$ cat config.mk
export PLATFORM = sky130hd
export DESIGN_NAME = ddr_rule_check
export DESIGN_NICKNAME = d
export VERILOG_FILES = /design/src/rtl/ddr_chk_pkg.sv /design/src/rtl/ddr_rule_check.sv
export SDC_FILE = /design/constraint.sdc
export NUM_CORES = 1
export LEC_CHECK = 0
export BUFFER_PORTS_ARGS = -buffer_cell sky130_fd_sc_hd__buf_2
export CAP_MARGIN = 5
export CORE_MARGIN = 2
export CORE_UTILIZATION = 35
export CTS_BUF_LIST = sky130_fd_sc_hd__clkbuf_8
export DETAILED_ROUTE_END_ITERATION = 12
export PLACE_DENSITY = 0.66
export REMOVE_ABC_BUFFERS = 1
export SLEW_MARGIN = 20
export SYNTH_ARGS = -nofsm -noshare
export SYNTH_HDL_FRONTEND = slang
export SYNTH_SLANG_ARGS = --single-unit
$ cat constraint.sdc
create_clock -name clk -period 1.8 [get_ports clk]
set_input_delay 0.27 -clock clk [delete_from_list [all_inputs] [get_ports clk]]
set_output_delay 0.27 -clock clk [all_outputs]
set_load 0.01 [all_outputs]
$ cat src/rtl/ddr_chk_pkg.sv
package ddr_chk_pkg;

  typedef enum logic [3:0] {
    C_NOP   = 4'd0,  C_MODE  = 4'd1,  C_EMODE = 4'd2,  C_ACT   = 4'd3,
    C_RD    = 4'd4,  C_WR    = 4'd5,  C_PRE   = 4'd6,  C_PREALL= 4'd7,
    C_REF   = 4'd8,  C_SREF  = 4'd9,  C_PDN   = 4'd10, C_LPX   = 4'd11,
    C_BST   = 4'd12, C_LPH   = 4'd13
  } cmd_e;

  typedef enum logic [1:0] {
    B_IDLE = 2'd0, B_OPEN = 2'd1, B_BURST = 2'd2, B_AUTOPRE = 2'd3
  } bank_e;

  typedef enum logic [2:0] {
    E_NONE = 3'd0, E_MODE_OPEN = 3'd1, E_MODE_GAP = 3'd2, E_REF_OPEN = 3'd3,
    E_WAP_LOCK = 3'd4, E_NOT_OPEN = 3'd5, E_ACT_BUSY = 3'd6
  } cause_e;

  // Command decode from clock-enable history and the strobe nibble.
  function automatic cmd_e decode_cmd(input logic cke_prev, input logic cke,
                                      input logic [3:0] strobes,
                                      input logic ba0, input logic ap);
    if (!cke_prev) return cke ? C_LPX : C_LPH;
    if (!cke)      return (strobes == 4'b0001) ? C_SREF : C_PDN;
    if (strobes[3]) return C_NOP;
    case (strobes[2:0])
      3'b000:  return ba0 ? C_EMODE : C_MODE;
      3'b001:  return C_REF;
      3'b010:  return ap ? C_PREALL : C_PRE;
      3'b011:  return C_ACT;
      3'b100:  return C_WR;
      3'b101:  return C_RD;
      3'b110:  return C_BST;
      default: return C_NOP;
    endcase
  endfunction

  // Busy cycles of one burst (two data beats per clock); 0 marks a reserved code.
  function automatic logic [2:0] beats_for(input logic [2:0] code);
    case (code)
      3'd1:    return 3'd1;
      3'd2:    return 3'd2;
      3'd3:    return 3'd4;
      default: return 3'd0;
    endcase
  endfunction

endpackage

$ cat src/rtl/ddr_rule_check.sv
module ddr_rule_check
  import ddr_chk_pkg::*;
#(
  parameter int          NUM_BANKS = 4,
  parameter logic [2:0]  BL_RST    = 3'd3
) (
  input  logic                 clk,
  input  logic                 rst,
  input  cmd_e                 cmd,
  input  logic [NUM_BANKS-1:0] tgt,
  input  bank_e                st [NUM_BANKS],
  input  logic [NUM_BANKS-1:0] wap,
  input  logic [2:0]           mode_lo,
  output logic                 bad,
  output logic [2:0]           beats,
  output logic                 err_flag,
  output logic [2:0]           err_cause
);

  logic       gap_q;
  logic [2:0] bl_q;
  logic       all_idle, tgt_idle, tgt_open, any_wap, is_mode;
  cause_e     cause;

  always_comb begin
    all_idle = 1'b1;
    tgt_idle = 1'b1;
    tgt_open = 1'b1;
    for (int i = 0; i < NUM_BANKS; i++) begin
      if (st[i] != B_IDLE) all_idle = 1'b0;
      if (tgt[i]) begin
        if (st[i] != B_IDLE) tgt_idle = 1'b0;
        if (st[i] != B_OPEN && st[i] != B_BURST) tgt_open = 1'b0;
      end
    end
  end

  assign any_wap = |wap;
  assign is_mode = (cmd == C_MODE) || (cmd == C_EMODE);

  always_comb begin
    cause = E_NONE;
    if (gap_q && cmd != C_NOP) cause = E_MODE_GAP;
    else begin
      case (cmd)
        C_MODE, C_EMODE: if (!all_idle) cause = E_MODE_OPEN;
        C_REF, C_SREF:   if (!all_idle) cause = E_REF_OPEN;
        C_RD, C_WR: begin
          if (any_wap)        cause = E_WAP_LOCK;
          else if (!tgt_open) cause = E_NOT_OPEN;
        end
        C_ACT:           if (!tgt_idle) cause = E_ACT_BUSY;
        default:         cause = E_NONE;
      endcase
    end
  end

  assign bad   = (cause != E_NONE);
  assign beats = beats_for(bl_q);

  always_ff @(posedge clk) begin
    if (rst) begin
      gap_q     <= 1'b0;
      bl_q      <= BL_RST;
      err_flag  <= 1'b0;
      err_cause <= 3'd0;
    end else begin
      gap_q <= is_mode && !bad;
      if (cmd == C_MODE && !bad && beats_for(mode_lo) != 3'd0) bl_q <= mode_lo;
      if (bad && !err_flag) begin
        err_flag  <= 1'b1;
        err_cause <= cause;
      end
    end
  end

  AST_GAP_SINGLE: assert property (@(posedge clk) disable iff (rst)
    gap_q |=> !gap_q);
  AST_WAP_BLOCKS_RW: assert property (@(posedge clk) disable iff (rst)
    (any_wap && (cmd == C_RD || cmd == C_WR)) |-> bad);
  AST_BL_VALID: assert property (@(posedge clk) disable iff (rst)
    $countones(beats) == 1);
  AST_CAUSE_HELD: assert property (@(posedge clk) disable iff (rst)
    err_flag |=> $stable(err_cause));

endmodule

==> flow_summary_export.csv <==
group,metric,value,unit
synthesis,synth_adder_area_share,7.53,%
synthesis,netlist_instances,79,
timing,maximum_clock_skew_at_final_layout,0.00126,ns
timing,timing.fmax,560,MHz
final_layout,final_nets,162,
final_layout,num_antenna_cells,0,
floorplan,boundaryPins,33,
clock_network,clk-insertion-delay-late,0.23,ns
setup_path,regToRegSetupSlack,0.42,ns
synthesis,ys.warnings.count,0,
setup_path,startpoint_type,"input port",
setup_path,critPathCapture,"bad",
grt,groute.usage.overall,17.2,%
route,post_drt_via_cell_ratio,4.90,
setup_path,data_required_time_at_the_worst_endpoint,1.53,ns
placed_design,place.detailed.hpwl,1410,um
grt,grt_antenna_before_repair,0,
clock_network,tritoncts,"yes",
grt,globalRoute.totalOverflow,0,
setup_path,criticalPathCategory,"input port to output pin",
floorplan,starting_density_of_the_core,37.7,%
synthesis,synth_mux_area_share,0,%
placed_design,place.port_buffers,32,
floorplan,fp.coreArea,1760,um^2
synthesis,postSynthRegisterBits,8,
final_layout,fillCellCount,167,
timing,tns,0,ns
synthesis,post_synth_num_cell_types,37,
synthesis,dominantRegCellSynth,"sky130_fd_sc_hd__dfxtp_1",
timing,worst_pin_slew,0.292,ns
timing,postLayoutSetupSlackWorst,0.0150,ns
timing,finalMaxSlewViolations,0,
clock_network,cts-buffers-inserted,3,
synthesis,synth_enable_flop_cells,0,
grt,grt_start_max_net_pins,10,
setup_path,cp-startpoint,"st[7]",
timing,fin_crit_sh,99.2,%
route,finalWirelength,1840,um
timing,relSlewSlack,80.4,%
route,drt_drc_violations_left,0,
route,vias,764,
min_path,holdPathStages,2,
route,drt-pass1-iter-count,2,
setup_path,worstPathMaxFanout,2,
power,post-layout-total-power,636,uW
timing,setup_viol,0,
synthesis,synth-compound-area-share,22.8,%
setup_path,worstReg2RegEnd,"err_cause[0]$_SDFFE_PP0P_",
route,ant_nets,0,
setup_path,worst-r2r-cell-count,5,
synthesis,postSynth.asyncResetShare,0,%
placed_design,dp_slack,-0.175,ns
final_layout,areaGrowthSynthToFinish,70.4,%
timing,final_hold_fails,0,
floorplan,chipWidth,47.6,um
clock_network,clkSinkCount,8,
synthesis,synth_seq_area_share,24.1,%
final_layout,layout_commonest_cell,"sky130_fd_sc_hd__buf_2",
job,max-cap-violations,0,
outcome,run_status,"finished clean",
floorplan,rows,15,
route,drtIter0Drc,8,
synthesis,syn_area,664,um^2
synthesis,largest_family_of_logic_cells_by_synthesized_area,"simple AND/OR/NAND/NOR gates",
setup_path,critical_path.reg2reg.startpoint,"gap_q$_SDFF_PP0_",
clock_network,cts_max_level,1,
route,routed_wire_length_per_instance,11.8,um
placed_design,place.gp.congestion,0.727,
clock_network,reg_clk_slew_reported_paths,0.04,ns
floorplan,die_area,2260,um^2
synthesis,xor_and_xnor_area_share_after_synthesis,1.32,%
power,ir_drop,0.401,mV
setup_path,worst_setup_path_end_kind,"output pin",
grt,grt_first_pass_wirelength,2790,um
final_layout,final_layout_size_suffix_gt1_share,61.1,%
min_path,hp-class,"input port to register",
synthesis,synthesized_area_per_cell,8.41,um^2
synthesis,synth_simple_gate_area_share,36.2,%
power,p_per_area,561,nW/um^2
setup_path,cp_data_arrival_time,1.51,ns
power,p_leak,0.542,nW
grt,grt_pass1_vias,711,
clock_network,maximum_buffer_depth_of_the_clock_tree,2,
floorplan,die-height,47.6,um
final_layout,layout.cells.most_common_list,"sky130_fd_sc_hd__buf_2 (31), sky130_fd_sc_hd__buf_4 (18), sky130_fd_sc_hd__dfxtp_1 (8), sky130_fd_sc_hd__inv_2 (5), sky130_fd_sc_hd__inv_1 (5)",
clock_network,ctsRootBufferMaster,"sky130_fd_sc_hd__clkbuf_8",
timing,layout_min_cycle_time,1.78,ns
[worst min-delay path by stage]
stage                                    from                         to
floorplan                                 rst  err_cause[1]$_SDFFE_PP0P_
global placement    err_cause[1]$_SDFFE_PP0P_  err_cause[1]$_SDFFE_PP0P_
detailed placement  err_cause[1]$_SDFFE_PP0P_  err_cause[1]$_SDFFE_PP0P_
CTS                                       rst  err_cause[1]$_SDFFE_PP0P_
global route                              rst  err_cause[0]$_SDFFE_PP0P_
finish                                    rst  err_cause[1]$_SDFFE_PP0P_
[critical path: stages]
cell	delay, ns
sky130_fd_sc_hd__buf_2	0.10
sky130_fd_sc_hd__inv_2	0.05
sky130_fd_sc_hd__ha_2	0.19
sky130_fd_sc_hd__nand2b_4	0.13
sky130_fd_sc_hd__a41oi_4	0.13
sky130_fd_sc_hd__buf_6	0.15
sky130_fd_sc_hd__a211oi_4	0.26
sky130_fd_sc_hd__o21ai_4	0.10
sky130_fd_sc_hd__buf_6	0.13
[where the power goes]
group,switching (mW),internal (mW)
Clock,0.0697,0.145
Combinational,0.0988,0.123
Sequential,0.0107,0.189
[synth_stat cells (2+ instances only)]
library cell               count  area share, %
sky130_fd_sc_hd__inv_1        10            5.7
sky130_fd_sc_hd__dfxtp_1       8             24
sky130_fd_sc_hd__nand2b_1      8            7.5
sky130_fd_sc_hd__ha_1          4            7.5
sky130_fd_sc_hd__nor3_1        4            3.0
sky130_fd_sc_hd__a31oi_1       3            2.8
sky130_fd_sc_hd__nor3b_1       3            3.4
sky130_fd_sc_hd__a21oi_1       2            1.5
sky130_fd_sc_hd__a41oi_1       2            2.6
sky130_fd_sc_hd__and2_1        2            1.9
sky130_fd_sc_hd__nand3_1       2            1.5
sky130_fd_sc_hd__nor2_1        2            1.1
sky130_fd_sc_hd__nor4_1        2            1.9
sky130_fd_sc_hd__o21a_1        2            2.3
sky130_fd_sc_hd__o21ai_0       2            1.5
sky130_fd_sc_hd__or3_1         2            1.9
[logic make-up after synthesis]
group	count (synthesis)
flops	8
buf+inv	12
xor+xnor	1
compound gates	19
simple gates	35
fa+ha+maj	4
[repair_timing]
item | 4_1_cts | 5_1_grt
hold buffers | 0 | 0
buffers inserted | 3 | 1
pin swaps | 5 | 7
setup endpoints to repair | 1 | 6
resized for setup | 8 | 15
[layout make-up]
cell class                 instances  area (um^2)  share of cell area (%)
multi-input combinational         59          549                    48.5
timing repair buffer              51          313                    27.6
sequential                         8          160                    14.1
clock buffer                       3         41.3                    3.65
inverter                          10         37.5                    3.31
tap                               25         31.3                    2.76
[routing by layer]
metal	track usage, %	vias to the layer above	routed length [um]	share of wire, %
li1	-	401	-	-
met4	4.32	0	0	0
met1	21.1	352	860	47
met2	29.7	11	936	51
met5	0	-	0	0
met3	4.53	0	47	2.6
[metrics by stage]
step / cell area (um^2) / util, % / instances / hold WS [ns]
after floorplan: 648 / - / 77 / 0.339
after global placement: 960 / 54.4 / 150 / 0.469
after detailed placement: 960 / 54.4 / 150 / 0.465
after CTS: 1070 / 60.4 / 155 / 0.283
after global routing: 1130 / 64.2 / 156 / 0.306
final: 1130 / 64.2 / 156 / 0.293
[state kept, by name (all words and copies together), names as in the netlist]
register	flops
err_flag	1
bl_q	3
err_cause	3
gap_q	1
(Power assumes the default switching activity.)
